### src/rtl/xbar_pkg.sv
package xbar_pkg;

    localparam int NPH  = 9;
    localparam int NCOL = 2;
    localparam int DW   = 3;

    typedef enum logic [3:0] {
        PH_CLEAR = 4'd0,
        PH_LATCH = 4'd1,
        PH_XFER0 = 4'd2,
        PH_CAP0  = 4'd3,
        PH_OPEN0 = 4'd4,
        PH_XFER1 = 4'd5,
        PH_CAP1  = 4'd6,
        PH_OPEN1 = 4'd7,
        PH_READ  = 4'd8,
        PH_IDLE  = 4'd15
    } phase_e;

    localparam logic [DW-1:0] DRV_FLOAT = 3'd0;
    localparam logic [DW-1:0] DRV_POS   = 3'd1;
    localparam logic [DW-1:0] DRV_NEG   = 3'd2;
    localparam logic [DW-1:0] DRV_GND   = 3'd3;
    localparam logic [DW-1:0] DRV_READ  = 3'd4;

    localparam logic [2:0] FN_AND  = 3'd0;
    localparam logic [2:0] FN_NAND = 3'd1;
    localparam logic [2:0] FN_NOR  = 3'd2;
    localparam logic [2:0] FN_OR   = 3'd3;
    localparam logic [2:0] FN_XNOR = 3'd4;
    localparam logic [2:0] FN_XOR  = 3'd5;

    typedef struct packed {
        logic grp0_inv;  // bank 0 latches inverted
        logic cap_inv;   // capture closes on a blocked path
        logic two_min;   // two-minterm sequence
        logic rd_inv;    // result inverted at read
    } op_cfg_t;

    function automatic logic fn_valid(input logic [2:0] f);
        return f <= FN_XOR;
    endfunction

    function automatic op_cfg_t cfg_of(input logic [2:0] f);
        op_cfg_t c;
        c.grp0_inv = (f == FN_AND) || (f == FN_NAND) || (f == FN_XNOR) || (f == FN_XOR);
        c.cap_inv  = (f == FN_NAND) || (f == FN_OR);
        c.two_min  = (f == FN_XNOR) || (f == FN_XOR);
        c.rd_inv   = (f == FN_XOR);
        return c;
    endfunction

endpackage

### src/rtl/xbar_phase_ctrl.sv
module xbar_phase_ctrl
    import xbar_pkg::*;
#(
    parameter int NIN = 3
) (
    input  logic           clk,
    input  logic           rst_n,
    input  logic           start,
    input  logic [2:0]     func_sel,
    input  logic [NIN-1:0] in_bits,
    output phase_e         phase,
    output op_cfg_t        cfg,
    output logic [NIN-1:0] op_bits,
    output logic           busy,
    output logic           done
);

    typedef struct packed {
        phase_e         phase;
        op_cfg_t        cfg;
        logic [NIN-1:0] bits;
        logic           done;
    } ctrl_t;

    ctrl_t st_d, st_q;

    always_comb begin
        st_d      = st_q;
        st_d.done = 1'b0;
        unique case (st_q.phase)
            PH_IDLE: begin
                if (start && fn_valid(func_sel)) begin
                    st_d.phase = PH_CLEAR;
                    st_d.cfg   = cfg_of(func_sel);
                    st_d.bits  = in_bits;
                end
            end
            PH_CLEAR: st_d.phase = PH_LATCH;
            PH_LATCH: st_d.phase = PH_XFER0;
            PH_XFER0: st_d.phase = PH_CAP0;
            PH_CAP0:  st_d.phase = PH_OPEN0;
            PH_OPEN0: st_d.phase = st_q.cfg.two_min ? PH_XFER1 : PH_READ;
            PH_XFER1: st_d.phase = PH_CAP1;
            PH_CAP1:  st_d.phase = PH_OPEN1;
            PH_OPEN1: st_d.phase = PH_READ;
            PH_READ: begin
                st_d.phase = PH_IDLE;
                st_d.done  = 1'b1;
            end
            default:  st_d.phase = PH_IDLE;
        endcase
    end

    always_ff @(posedge clk) begin
        if (!rst_n) begin
            st_q.phase <= PH_IDLE;
            st_q.cfg   <= '0;
            st_q.bits  <= '0;
            st_q.done  <= 1'b0;
        end else begin
            st_q <= st_d;
        end
    end

    assign phase   = st_q.phase;
    assign cfg     = st_q.cfg;
    assign op_bits = st_q.bits;
    assign busy    = (st_q.phase != PH_IDLE);
    assign done    = st_q.done;

endmodule

### src/rtl/xbar_drive_map.sv
module xbar_drive_map
    import xbar_pkg::*;
(
    input  phase_e              phase,
    output logic [DW-1:0]       in_drv,
    output logic [NCOL*DW-1:0]  col_drv,
    output logic [DW-1:0]       out_drv
);

    always_comb begin
        unique case (phase)
            PH_CLEAR:         in_drv = DRV_POS;
            PH_LATCH:         in_drv = DRV_NEG;
            PH_XFER0, PH_XFER1: in_drv = DRV_GND;
            PH_CAP0, PH_CAP1: in_drv = DRV_NEG;
            default:          in_drv = DRV_FLOAT;
        endcase
    end

    always_comb begin
        unique case (phase)
            PH_CLEAR:         out_drv = DRV_POS;
            PH_CAP0, PH_CAP1: out_drv = DRV_NEG;
            PH_READ:          out_drv = DRV_READ;
            default:          out_drv = DRV_FLOAT;
        endcase
    end

    for (genvar k = 0; k < NCOL; k++) begin : g_col
        localparam phase_e XF = (k == 0) ? PH_XFER0 : PH_XFER1;
        localparam phase_e OP = (k == 0) ? PH_OPEN0 : PH_OPEN1;
        always_comb begin
            if (phase == PH_CLEAR || phase == OP)
                col_drv[k*DW +: DW] = DRV_POS;
            else if (phase == XF)
                col_drv[k*DW +: DW] = DRV_NEG;
            else
                col_drv[k*DW +: DW] = DRV_FLOAT;
        end
    end

endmodule

### src/rtl/xbar_cell_model.sv
module xbar_cell_model
    import xbar_pkg::*;
#(
    parameter int NIN = 3
) (
    input  logic                clk,
    input  logic                rst_n,
    input  phase_e              phase,
    input  op_cfg_t             cfg,
    input  logic [NIN-1:0]      op_bits,
    output logic [NCOL*NIN-1:0] in_closed,
    output logic [NCOL*NIN-1:0] col_closed,
    output logic                out_closed,
    output logic                result
);

    typedef struct packed {
        logic [NCOL*NIN-1:0] in_sw;
        logic [NCOL*NIN-1:0] col_sw;
        logic                out_sw;
        logic                res;
    } cell_t;

    cell_t cs_d, cs_q;

    always_comb begin
        cs_d = cs_q;
        unique case (phase)
            PH_CLEAR: begin
                cs_d.in_sw  = '0;
                cs_d.col_sw = '0;
                cs_d.out_sw = 1'b0;
            end
            PH_LATCH: begin
                for (int i = 0; i < NIN; i++) begin
                    cs_d.in_sw[i] = (!cfg.two_min || i < 2) &&
                                    (cfg.grp0_inv ? !op_bits[i] : op_bits[i]);
                    cs_d.in_sw[NIN+i] = (i < 2) && cfg.two_min && op_bits[i];
                end
            end
            PH_XFER0: cs_d.col_sw[0 +: NIN]   = cs_q.in_sw[0 +: NIN];
            PH_XFER1: cs_d.col_sw[NIN +: NIN] = cs_q.in_sw[NIN +: NIN];
            PH_CAP0:  cs_d.out_sw = cs_q.out_sw |
                                    ((~|cs_q.col_sw[0 +: NIN]) ^ cfg.cap_inv);
            PH_CAP1:  cs_d.out_sw = cs_q.out_sw |
                                    ((~|cs_q.col_sw[NIN +: NIN]) ^ cfg.cap_inv);
            PH_OPEN0: cs_d.col_sw[0 +: NIN]   = '0;
            PH_OPEN1: cs_d.col_sw[NIN +: NIN] = '0;
            PH_READ:  cs_d.res = cs_q.out_sw ^ cfg.rd_inv;
            default:  ;
        endcase
    end

    always_ff @(posedge clk) begin
        if (!rst_n) cs_q <= '0;
        else        cs_q <= cs_d;
    end

    assign in_closed  = cs_q.in_sw;
    assign col_closed = cs_q.col_sw;
    assign out_closed = cs_q.out_sw;
    assign result     = cs_q.res;

endmodule

### src/rtl/xbar_gate_seq.sv
module xbar_gate_seq
    import xbar_pkg::*;
#(
    parameter int NIN = 3
) (
    input  logic                clk,
    input  logic                rst_n,
    input  logic                start,
    input  logic [2:0]          func_sel,
    input  logic [NIN-1:0]      in_bits,
    output logic                busy,
    output logic                done,
    output logic                result,
    output logic [NPH-1:0]      phase_oh,
    output logic [DW-1:0]       in_drv,
    output logic [NCOL*DW-1:0]  col_drv,
    output logic [DW-1:0]       out_drv,
    output logic [NCOL*NIN-1:0] in_closed,
    output logic [NCOL*NIN-1:0] col_closed,
    output logic                out_closed
);

    phase_e         phase;
    op_cfg_t        cfg;
    logic [NIN-1:0] op_bits;

    xbar_phase_ctrl #(.NIN(NIN)) u_ctrl (
        .clk(clk), .rst_n(rst_n), .start(start), .func_sel(func_sel),
        .in_bits(in_bits), .phase(phase), .cfg(cfg), .op_bits(op_bits),
        .busy(busy), .done(done)
    );

    xbar_drive_map u_drv (
        .phase(phase), .in_drv(in_drv), .col_drv(col_drv), .out_drv(out_drv)
    );

    xbar_cell_model #(.NIN(NIN)) u_cells (
        .clk(clk), .rst_n(rst_n), .phase(phase), .cfg(cfg), .op_bits(op_bits),
        .in_closed(in_closed), .col_closed(col_closed),
        .out_closed(out_closed), .result(result)
    );

    for (genvar k = 0; k < NPH; k++) begin : g_oh
        assign phase_oh[k] = (phase == phase_e'(k));
    end

endmodule

### config.mk
export PLATFORM = sky130hd
export DESIGN_NAME = xbar_gate_seq
export DESIGN_NICKNAME = d
export VERILOG_FILES = /design/src/rtl/xbar_pkg.sv /design/src/rtl/xbar_phase_ctrl.sv /design/src/rtl/xbar_drive_map.sv /design/src/rtl/xbar_cell_model.sv /design/src/rtl/xbar_gate_seq.sv
export SDC_FILE = /design/constraint.sdc
export NUM_CORES = 1
export LEC_CHECK = 0
export CORE_MARGIN = 5
export CORE_UTILIZATION = 40
export CTS_CLUSTER_SIZE = 14
export DETAILED_ROUTE_END_ITERATION = 10
export HOLD_SLACK_MARGIN = 0.15
export PLACE_DENSITY = 0.71
export SYNTH_ARGS = -nofsm -noshare
export SYNTH_HDL_FRONTEND = slang
export SYNTH_HIERARCHICAL = 1
export SYNTH_SLANG_ARGS = --single-unit
export TNS_END_PERCENT = 10
### constraint.sdc
create_clock -name clk -period 2.14 [get_ports clk]
set_input_delay 0.214 -clock clk [delete_from_list [all_inputs] [get_ports clk]]
set_output_delay 0.214 -clock clk [all_outputs]
set_load 0.02 [all_outputs]
# [Word-level counts from Yosys, hierarchy flattened]
# Index checks and enable logic that the tools add are counted.
[op_classes] reduce_logical=31 n_bitwise=5 mux=17 order_cmp=1 n_eq_ne=15
[op_table] op="4-bit case mux with 9 select lines" count=1
[op_table] op="4-bit by 3-bit == test with 1-bit output (second input constant)" count=4
[op_table] op="3-bit case mux with 2 select lines" count=2
[op_table] op="6-bit case mux with 2 select lines" count=1
[op_table] op="11-bit two-way mux" count=1
[op_table] op="3-bit case mux with 3 select lines" count=1
[op_table] op="3-bit OR reduction" count=3
[op_table] op="4-bit by 2-bit == test with 1-bit output (second input constant)" count=2
[op_table] op="4-bit == test (second input constant)" count=2
[op_table] op="2-bit OR reduction" count=4
[op_table] op="1-bit logical OR" count=7
[op_table] op="3-bit == test (second input constant)" count=2
[op_table] op="1-bit logical NOT" count=6
[op_table] op="3-bit two-way mux" count=2
[op_table] op="2-bit case mux with 3 select lines" count=1
[op_table] op="2-bit nonzero test" count=3
[op_table] op="4-bit by 1-bit == test with 1-bit output (second input constant)" count=1
[op_table] op="1-bit logical AND" count=4
[op_table] op="4-bit logical NOT" count=1
[op_table] op="1-bit two-way mux" count=4
[op_table] op="2-bit two-way mux" count=2
[op_table] op="4-bit two-way mux" count=1
[op_table] op="4-bit inequality test (second input constant)" count=1
[op_table] op="3-bit by 1-bit == test with 1-bit output (second input constant)" count=1
[op_table] op="other kinds (9)" count=12
[word_totals] word_cells=81 output_inout_bits=37 input_bits=9 reg_bits=26

# [Logic depth before layout (Yosys ltp)]
[depth] word_depth=6 ltp_mapped=5 depth_no_buf=4

# [Modules after synthesis]
# Netlist, hierarchy kept.
[modules_own_cells] module="xbar_cell_model" cells_per_inst=69 area_per_inst_um2=608.1 seq_area_each_um2=240.2 n_inst=1
[modules_own_cells] module="xbar_phase_ctrl" cells_per_inst=60 area_per_inst_um2=549.3 seq_area_each_um2=240.2 n_inst=1
[modules_own_cells] module="xbar_drive_map" cells_per_inst=21 area_per_inst_um2=156.4 seq_area_each_um2=0.0 n_inst=1
[modules_own_cells] module="xbar_gate_seq" cells_per_inst=9 area_per_inst_um2=90.1 seq_area_each_um2=0.0 n_inst=1

# [Least setup slack after synthesis]
# No wires, ideal clock.
[synth_timing] kind="register to output" start="reg u_ctrl/phase[0] (netlist name)" end="out in_drv[0]" n_path_buf=1 required_time_ps=1926 setup_slack_ps=397 path_stages_with_launch=4 arrival_ps=1529 path_cell_list="dfxtp_1 -> buf_2 -> nand2_1 -> o31ai_1"
[synth_via] elab_chain_cells=3 elab_cells_between_ends=9 classes_between="eq/ne: 5; mux: 1; reduce/logical: 3"
[synth_lines] item="4-bit by 1-bit == test with 1-bit output, or another cell as far along" line_no="xbar_drive_map.sv:11" text="unique case (phase)"
[synth_lines] item="3-bit OR reduction (no line) / 2-bit OR reduction (equally long branches)"
[synth_lines] item="2-bit case mux with 3 select lines *" line_no="xbar_drive_map.sv:11"
[synth_lines] item="to (decl)" line_no="xbar_gate_seq.sv:15" text="output logic [DW-1:0] in_drv,"
# Every way passes the cells marked *; elsewhere a longest branch is shown, timed or not.

# [Worst setup path after layout]
[layout_timing] start="reg u_ctrl/phase[2] (netlist name)" end="out phase_oh[8]"
[layout_via] elab_chain_cells=1
[layout_lines] item="4-bit == test" line_no="xbar_gate_seq.sv:44" text="assign phase_oh[k] = (phase == phase_e'(k));"
[layout_lines] item="to (decl)" line_no="xbar_gate_seq.sv:14" text="output logic [NPH-1:0] phase_oh,"
# No other way between the ends.

==> results.cfg <==
[run_status]
status = complete, no violations

[placement]
gp_congestion = 0.7810
port_buffers = 40
place_hpwl_um = 2579
placedInstanceArea_sq_um = 1841

[route]
ant_nets = 0
drt_pass1_iterations = 4
wl_um = 3327
via_per_inst = 5.212
post_drt_wl_per_cell_um = 13.58
num_vias = 1277
drc = 0
drt_iter0_drc = 149

[timing]
slew_viol_final = 0
tightest_slew_ns = 0.4912
tns_ns = 0
relSlewSlack = 0.6700
fin_skew_ns = 0.002407
setup_viol = 0
fin_crit_sh = 0.9599
finalCriticalPeriod_ns = 2.054
hold_viol = 0
max_freq_ghz = 0.4868

[floorplanning]
die_h_um = 69.24
rows = 21
core-area_sq_um = 3363
dieArea_sq_um = 4794
die_w_um = 69.24
initial_core_util = 0.4174
io_pins = 46

[final_layout]
multi_input_area_sq_um = 819.5
syn2layout_area_growth_pct = 34.14
fillCellCount = 338
drive_above_1_share = 0.1357
seqCellArea_sq_um = 493.0
final_util = 0.5599
nets = 210
num_antenna_cells = 0
postLayoutCellArea_sq_um = 1883

[worst_hold_path]
hold_path_class = primary input to flip-flop
min_from = in_bits[2]

[synth]
yosys_warnings = 6
avgSynthCellArea_sq_um = 8.829
yosys.area.top_type = dfxtp_1
seq_area_frac_synth = 0.3422
ys_types = 47
synth_area_leaders = dfxtp_1 34%, mux2i_1 7.1%, nand2_1 5.1%, nor4b_1 3.7%, xor2_1 3.1%
syn_inst = 159
ys_ff_latch = 24
netlist_area_sq_um = 1404
synth_enable_flop_cells = 0
postSynth.asyncResetShare = 0
yosys-top-cells-count = 24 x dfxtp_1, 19 x nand2_1, 10 x mux2i_1
synth_top_area_share = 0.3422
yosysMostFrequentCell = dfxtp_1
synthFlopType = dfxtp_1

[cts]
cts_tree = yes
cts_setup_buffers = 0
cts_resized = 5
cts.path.max_buffers = 2
clk_latency_ns = 0.31
clock_sinks = 24
cts_buffers = 3
cts-htree-levels = 1
cts_hold_buf = 0
clk_pin_slew_ns = 0.12
cts-root-buf = clkbuf_4

[power]
ir_drop_mv = 0.3799
power.density_cell_area_nw_per_um2 = 648.1
p_leak_uw = 0.0007132

[worst_setup_path]
crit_end = phase_oh[8]
crit_arrival_ns = 1.84
rr_worst_depth = 5
required_ns = 1.93
crit_path_start_kind = flip-flop
crit_type = flip-flop to output pin
r2r-start = u_ctrl/phase[0]
worst_r2r_endpoint = u_cells/out_closed
rrSetupSlack_ns = 0.60
endpoint_kind = output pin
crit_path_max_fanout = 7
crit_path_start = u_ctrl/phase[2]

[grt]
grt_overflow_total = 0
grt_use_total = 0.1384
grt_pass1_vias = 1201
grt_max_degree = 23
grt_pass1_wl_um = 5664
antenna_found_initial = 0

[run]
drv_cap = 0
critical path, cell delays in order (launching register included):
cell and delay, ns:
dfxtp_2 0.39, buf_4 0.17, nor4b_1 0.29, clkdlybuf4s50_1 0.68
cell type report:
cell class,count,area share
clock buffer,3,0.01196
inverter,2,0.003987
multi-input combinational,120,0.4352
sequential,24,0.2618
tap,46,0.03056
timing repair buffer,50,0.2565
per-layer routing:
| layer | part of all wire | global-route usage | routed length [um] | vias to the layer above |
|---|---|---|---|---|
| li1 | - | - | - | 650 |
| met4 | 0.0039 | 0.01952 | 13 | 0 |
| met5 | 0 | 0 | 0 | - |
| met3 | 0.047 | 0.04203 | 157 | 2 |
| met1 | 0.43 | 0.1698 | 1444 | 598 |
| met2 | 0.51 | 0.2426 | 1712 | 27 |
through the flow:
stage / hold WS [ns] / instances / setup slack, ns / total power (uW)
6_report: 0.4587 / 245 / 0.08584 / 1220
5_1_grt: 0.4390 / 245 / -0.06506 / 1295
4_1_cts: 0.4565 / 245 / 0.03467 / 1221
3_5_place_dp: 0.4640 / 242 / 0.2030 / 1025
3_3_place_gp: 0.4635 / 242 / 0.2294 / 1011
2_1_floorplan: 0.3561 / 162 / 0.3971 / 892.2
state kept, by name, indices dropped and copies added, names as in the netlist:
register            cells
u_ctrl/phase            4
u_cells/out_closed      1
u_ctrl/done             1
u_cells/result          1
u_cells/in_closed       5
u_cells/col_closed      5
u_ctrl/cfg              4
u_ctrl/op_bits          3
placed cells by master (no fill, tap or decap), types with 2 or more instances in the layout:
cell,netlist,final
or3_1,2,2
conb_1,2,5
buf_4,5,9
xor2_1,5,5
mux2i_1,10,10
nor3_1,8,8
nor4_1,2,2
a21oi_1,6,6
dfxtp_1,24,20
nand2_1,19,19
a21boi_0,3,3
xnor2_1,2,2
nand2b_1,2,2
inv_1,2,2
o21bai_1,3,3
nor4b_1,6,6
clkdlybuf4s50_1,0,37
nand3_1,5,5
o31ai_1,2,2
and4bb_2,3,3
clkbuf_4,0,3
dfxtp_4,0,3
a22o_1,2,2
dlymetal6s2s_1,0,2
o21ai_0,3,3
nand4_1,3,3
nor2_1,8,8
power by group:
group / internal (uW) / switching [uW]
combinational: 219 / 246
clock: 65.8 / 129
sequential: 485 / 75.9
total: 769 / 451
how the worst min path moves through the flow:
stage                            to  slack (ns)  cells after the start
6_report          u_ctrl/op_bits[2]        0.46                      3
5_1_grt           u_ctrl/op_bits[2]        0.44                      3
4_1_cts           u_ctrl/op_bits[0]        0.46                      3
3_5_place_dp   u_cells/in_closed[4]        0.46                      2
3_3_place_gp          u_ctrl/cfg[2]        0.46                      2
2_1_floorplan     u_ctrl/op_bits[2]        0.36                      2
logic make-up after synthesis:
kind of cell | synth area share
DFF | 0.3422
muxes | 0.07130
buffers and inverters | 0.08200
other | 0.005350
and+or+nand+nor | 0.3066
xor gates and xnor gates | 0.04367
AOI/OAI and AO/OA | 0.1488
(Power assumes the default switching activity.)
